File: config.mk
export PLATFORM = sky130hd
export DESIGN_NAME = sdram_refresh_ctrl
export DESIGN_NICKNAME = d
export VERILOG_FILES = /design/src/rtl/sdr_refresh_pkg.sv /design/src/rtl/ref_prescaler.sv /design/src/rtl/ref_timer.sv /design/src/rtl/ref_arbiter.sv /design/src/rtl/sdram_refresh_ctrl.sv
export SDC_FILE = /design/constraint.sdc
export NUM_CORES = 1
export LEC_CHECK = 0
export BUFFER_PORTS_ARGS = -buffer_cell sky130_fd_sc_hd__buf_4
export CAP_MARGIN = 20
export CORE_MARGIN = 2
export CORE_UTILIZATION = 45
export DETAILED_ROUTE_END_ITERATION = 12
export GPL_ROUTABILITY_DRIVEN = 1
export GPL_TIMING_DRIVEN = 0
export PLACE_DENSITY = 0.84
export SLEW_MARGIN = 20
export SYNTH_ARGS = -nofsm -noshare
export SYNTH_HDL_FRONTEND = slang
export SYNTH_SLANG_ARGS = --single-unit
File: constraint.sdc
create_clock -name clk -period 1.4 [get_ports clk]
set_clock_uncertainty 0.15 [all_clocks]
set_input_delay 0.07 -clock clk [delete_from_list [all_inputs] [get_ports clk]]
set_output_delay 0.07 -clock clk [all_outputs]
set_load 0.005 [all_outputs]
File: src/rtl/sdr_refresh_pkg.sv
package sdr_refresh_pkg;

  typedef enum logic [1:0] {
    REG_CTRL  = 2'd0,
    REG_COUNT = 2'd1,
    REG_CMP   = 2'd2,
    REG_FLAG  = 2'd3
  } reg_sel_e;

  localparam int CTRL_EN_BIT   = 2;
  localparam int CTRL_MODE_BIT = 1;

  // counter value after a tick: wrap at compare, else increment
  function automatic logic [31:0] tick_next(input logic [31:0] cur, input logic [31:0] lim);
    return (cur == lim) ? 32'd0 : cur + 32'd1;
  endfunction

endpackage

File: src/rtl/ref_prescaler.sv
module ref_prescaler #(
  parameter int PRESCALE = 4
) (
  input  logic clk,
  input  logic rst_n,
  output logic tick
);
  localparam int PS_W = (PRESCALE > 1) ? $clog2(PRESCALE) : 1;
  localparam logic [PS_W-1:0] LAST = PS_W'(PRESCALE - 1);

  logic [PS_W-1:0] div_q;

  assign tick = (div_q == LAST);

  always_ff @(posedge clk) begin
    if (!rst_n)    div_q <= '0;
    else if (tick) div_q <= '0;
    else           div_q <= div_q + 1'b1;
  end
endmodule

File: src/rtl/ref_timer.sv
module ref_timer #(
  parameter int CNT_W = 8
) (
  input  logic             clk,
  input  logic             rst_n,
  input  logic             tick,
  input  logic             clr,
  input  logic             cnt_we,
  input  logic             cmp_we,
  input  logic             flag_clr,
  input  logic [CNT_W-1:0] wdata,
  output logic [CNT_W-1:0] cnt,
  output logic [CNT_W-1:0] cmp,
  output logic             flag,
  output logic             match
);
  import sdr_refresh_pkg::*;

  logic [31:0] nxt32;

  assign match = tick && (cnt == cmp);
  assign nxt32 = tick_next(32'(cnt), 32'(cmp));

  always_ff @(posedge clk) begin
    if (!rst_n)      cnt <= '0;
    else if (clr)    cnt <= '0;
    else if (cnt_we) cnt <= wdata;
    else if (tick)   cnt <= nxt32[CNT_W-1:0];
  end

  always_ff @(posedge clk) begin
    if (!rst_n)      cmp <= '1;
    else if (cmp_we) cmp <= wdata;
  end

  always_ff @(posedge clk) begin
    if (!rst_n)        flag <= 1'b0;
    else if (match)    flag <= 1'b1;
    else if (flag_clr) flag <= 1'b0;
  end
endmodule

File: src/rtl/ref_arbiter.sv
module ref_arbiter (
  input  logic clk,
  input  logic rst_n,
  input  logic en,
  input  logic mode,
  input  logic match,
  input  logic ack,
  input  logic bus_busy,
  output logic ar_req,
  output logic abort,
  output logic sr_entry,
  output logic sr_exit,
  output logic in_sr,
  output logic timer_clr
);
  logic auto_on, self_on, enter_now, leave_now;

  assign auto_on   = en && !mode;
  assign self_on   = en && mode;
  assign enter_now = self_on && !in_sr && !bus_busy;
  assign leave_now = in_sr && !self_on;
  assign timer_clr = leave_now;
  assign abort     = ar_req && bus_busy;

  // pending auto request: new match wins over a same-cycle acknowledge
  always_ff @(posedge clk) begin
    if (!rst_n)                ar_req <= 1'b0;
    else if (!auto_on || in_sr) ar_req <= 1'b0;
    else if (match)            ar_req <= 1'b1;
    else if (ack)              ar_req <= 1'b0;
  end

  always_ff @(posedge clk) begin
    if (!rst_n) begin
      in_sr    <= 1'b0;
      sr_entry <= 1'b0;
      sr_exit  <= 1'b0;
    end else begin
      sr_entry <= enter_now;
      sr_exit  <= leave_now;
      if (enter_now)      in_sr <= 1'b1;
      else if (leave_now) in_sr <= 1'b0;
    end
  end
endmodule

File: src/rtl/sdram_refresh_ctrl.sv
module sdram_refresh_ctrl #(
  parameter int REG_W    = 16,
  parameter int CNT_W    = 8,
  parameter int PRESCALE = 4
) (
  input  logic             clk,
  input  logic             rst_n,
  input  logic             cfg_we,
  input  logic [1:0]       cfg_addr,
  input  logic [REG_W-1:0] cfg_wdata,
  output logic [REG_W-1:0] cfg_rdata,
  input  logic             bus_busy,
  input  logic             ref_ack,
  output logic             ar_req,
  output logic             bus_abort,
  output logic             sr_entry_req,
  output logic             sr_exit_req,
  output logic             in_self_refresh,
  output logic             timer_match
);
  import sdr_refresh_pkg::*;

  logic             ref_en, ref_mode;
  logic             ctrl_wr, cnt_wr, cmp_wr, flag_wr;
  logic             tick, timer_clr, match_flag;
  logic [CNT_W-1:0] cnt_q, cmp_q;

  assign ctrl_wr = cfg_we && (cfg_addr == REG_CTRL);
  assign cnt_wr  = cfg_we && (cfg_addr == REG_COUNT);
  assign cmp_wr  = cfg_we && (cfg_addr == REG_CMP);
  assign flag_wr = cfg_we && (cfg_addr == REG_FLAG);

  always_ff @(posedge clk) begin
    if (!rst_n) begin
      ref_en   <= 1'b0;
      ref_mode <= 1'b0;
    end else if (ctrl_wr) begin
      ref_en   <= cfg_wdata[CTRL_EN_BIT];
      ref_mode <= cfg_wdata[CTRL_MODE_BIT];
    end
  end

  always_comb begin
    cfg_rdata = '0;
    case (cfg_addr)
      REG_CTRL: begin
        cfg_rdata[CTRL_EN_BIT]   = ref_en;
        cfg_rdata[CTRL_MODE_BIT] = ref_mode;
      end
      REG_COUNT: cfg_rdata[CNT_W-1:0] = cnt_q;
      REG_CMP:   cfg_rdata[CNT_W-1:0] = cmp_q;
      default:   cfg_rdata[0] = match_flag;
    endcase
  end

  ref_prescaler #(.PRESCALE(PRESCALE)) u_psc (
    .clk(clk), .rst_n(rst_n), .tick(tick)
  );

  ref_timer #(.CNT_W(CNT_W)) u_tmr (
    .clk(clk), .rst_n(rst_n), .tick(tick), .clr(timer_clr),
    .cnt_we(cnt_wr), .cmp_we(cmp_wr), .flag_clr(flag_wr),
    .wdata(cfg_wdata[CNT_W-1:0]), .cnt(cnt_q), .cmp(cmp_q),
    .flag(match_flag), .match(timer_match)
  );

  ref_arbiter u_arb (
    .clk(clk), .rst_n(rst_n), .en(ref_en), .mode(ref_mode),
    .match(timer_match), .ack(ref_ack), .bus_busy(bus_busy),
    .ar_req(ar_req), .abort(bus_abort), .sr_entry(sr_entry_req),
    .sr_exit(sr_exit_req), .in_sr(in_self_refresh), .timer_clr(timer_clr)
  );
endmodule

==> impl_metrics.toml <==
[run_status]
outcome = "complete, but fails checks"
violations = "hold timing, setup timing"

[timing]
layout_min_cycle_time_ns = 1.76
final-setup-viol-count = 14
slew_violations = 0
period_share_pct = 126
fin_ws_ns = -0.361
timing.hold.ws_ns = -0.00386
rsz0062_at_grt = "yes"
hold_violations = 1
fmax_ghz = 0.568

[clock_network]
cts_tree = "done"
clk_pin_slew_ns = 0.16
cts_buffers = 3
clock-sinks = 25
clock_path_buffers = 2
htreeDepth = 1
ctsRootBufferMaster = "clkbuf_4"
clkLatencyLatePin_ns = 0.35

[setup_path]
reg2reg_depth = 6
critical_path_required_ns = 1.18
critPathMaxFanout = 3
crit_type = "reg2out"
cp-startpoint = "u_tmr.cmp[2]"
rr_startpoint = "u_tmr.cmp[2]"
cp-end-kind = "primary output"
crit_arrival_ns = 1.54
start_kind = "flip-flop"

[global_route]
grt_max_degree = 16
grt_antenna_before_repair = 0
grt_pass1_vias = 1481
grt_first_pass_wirelength_um = 6670
grt_usage_pct = 23.9
overflow = 0

[layout]
drive_gt1_share_pct = 42.7
syn_to_final_growth_pct = 47.0
diodes = 0
nNetsFinal = 271

[detailed_routing]
first_pass_iters = 5
wl_um = 4390
vias = 1548
vias_per_cell = 5.39
route.detailed.wl_per_inst_um = 15.3
final_antenna_net_count = 0
drc_errors = 0
first_iter_violations = 100

[synth]
yosys_most_used_dff = "dfxtp_1"
yosysTopAreaCell = "dfxtp_1"
yosys-top-cells-count = "28 x nand2_1, 25 x dfxtp_1, 17 x nand3_1"
synth_edf_count = 0
ys_seq_area_share_pct = 33.1
netlist_instances = 180
yosys_register_bits = 25
synth_top_cell_area_share_pct = 33.1
syn_avg_cell_area_um2 = 8.40
netlist_top_cells_area = "dfxtp_1 33%, nand2_1 7.0%, nand3_1 5.6%"
async_flop_share_pct = 0
synth_cell_type_count = 41
synth_warnings = 0
netlist_area_um2 = 1510
post-synth-top-count-cell = "nand2_1"

[floorplanning]
fp.coreArea_um2 = 3280
initial_core_util_pct = 46.0
ios = 45
chipHeight_um = 62.0
dieArea_um2 = 3840
die_w_um = 62.0
fp-row-count = 21

[power_and_ir_drop]
leakagePower_nw = 1.01
ir_worst_vdd_uv = 728
powerDensity_nw_per_um2 = 678

[placement]
dp_slack_ns = -0.255
io_buffers = 26
place_congestion = 0.896
dp_hpwl_um = 2730

[flow_run]
cap_viol_max_count = 0

[worst_hold_path]
hp-class = "in2reg"
whs_path_depth = 3
min-delay-start = "cfg_we"
worst paths after layout:
kind | endpoint | slack, ns
min reg2reg | u_psc.div_q[0] | 0.29
max reg2reg | u_tmr.cnt[5] | -0.28
min | u_tmr.flag | -0.004
max | timer_match | -0.36
worst max-delay path: stages (launching register included):
cell and delay [ns]:
dfxtp_2 0.38, xnor2_2 0.21, nand4_2 0.19, nor3_4 0.27, buf_4 0.14
cell type report:
type | count | area (um^2)
plain buffers | 15 | 105
clock buffers | 3 | 22.5
clock inverters | 1 | 7.51
fillers | 260 | 1060
inverters | 5 | 22.5
multi-input cells | 140 | 1030
flip-flops and latches | 25 | 539
well taps | 46 | 57.6
repair buffers | 52 | 435
stage by stage:
stage	total power, mW	instances	cell area, um^2	setup TNS (ns)	utilization, %
2_1_floorplan	0.968	187	1550	0	-
3_3_place_gp	1.06	259	1800	-2.07	54.8
3_5_place_dp	1.07	259	1800	-3.10	54.8
4_1_cts	1.47	285	2150	-1.44	65.4
5_1_grt	1.58	287	2220	-3.63	67.7
6_report	1.51	287	2220	-2.85	67.7
timing repair:
item / 4_1_cts / 5_1_grt
pin swaps: 13 / 9
setup buffers: 10 / 4
hold buffers: 12 / 0
cloned: 0 / 0
gates resized for setup: 35 / 23
endpoints found under the hold margin: 23 / 0
endpoints found under the setup margin: 18 / 18
power by group:
group / total [mW] / switching [mW] / internal (mW)
Combinational: 0.374 / 0.169 / 0.205
Clock: 0.351 / 0.241 / 0.110
Sequential: 0.782 / 0.0425 / 0.740
Total: 1.51 / 0.453 / 1.05
state kept, by name, summed over array words and instances, names as in the netlist:
| register | count |
|---|---|
| u_arb.sr_exit | 1 |
| u_arb.in_sr | 1 |
| u_tmr.cnt | 8 |
| u_arb.sr_entry | 1 |
| u_psc.div_q | 2 |
| u_tmr.flag | 1 |
| ref_en | 1 |
| u_arb.ar_req | 1 |
| ref_mode | 1 |
| u_tmr.cmp | 8 |
routing by layer:
layer	routed length, um	global-route usage (%)	vias to the layer above
met3	215	5.38	17
met4	112	7.90	0
li1	-	-	738
met5	0	0	-
met2	2230	41.7	63
met1	1830	29.0	730
placed cells by master (no fill, tap or decap), types with 3 or more instances in the layout:
cell and n:
a21boi_0 3, a21oi_1 3, a22oi_1 4, and3_1 4
buf_4 45, buf_6 5, clkbuf_4 4, conb_1 8
dfxtp_1 8, dfxtp_2 10, dfxtp_4 7, dlygate4sd3_1 12
ha_1 4, inv_1 4, nand2_1 27, nand3_1 17
nor2_1 5, nor2b_1 6, nor3_1 3, o21a_1 3
o21ai_0 3, o21ai_1 3, o31ai_1 4, xnor2_2 8
xor2_1 4
cell families (layout without fill, tap and decap cells):
group | after synthesis | after routing | share of synthesized area [%]
buf+inv | 22 | 76 | 8.94
simple gates | 75 | 75 | 25.9
fa+ha+maj | 6 | 6 | 4.97
flops | 25 | 25 | 33.1
other cells | 1 | 8 | 0.248
compound gates | 38 | 38 | 18.3
xor+xnor | 13 | 13 | 8.53
Power figures use the tool's default switching activity.
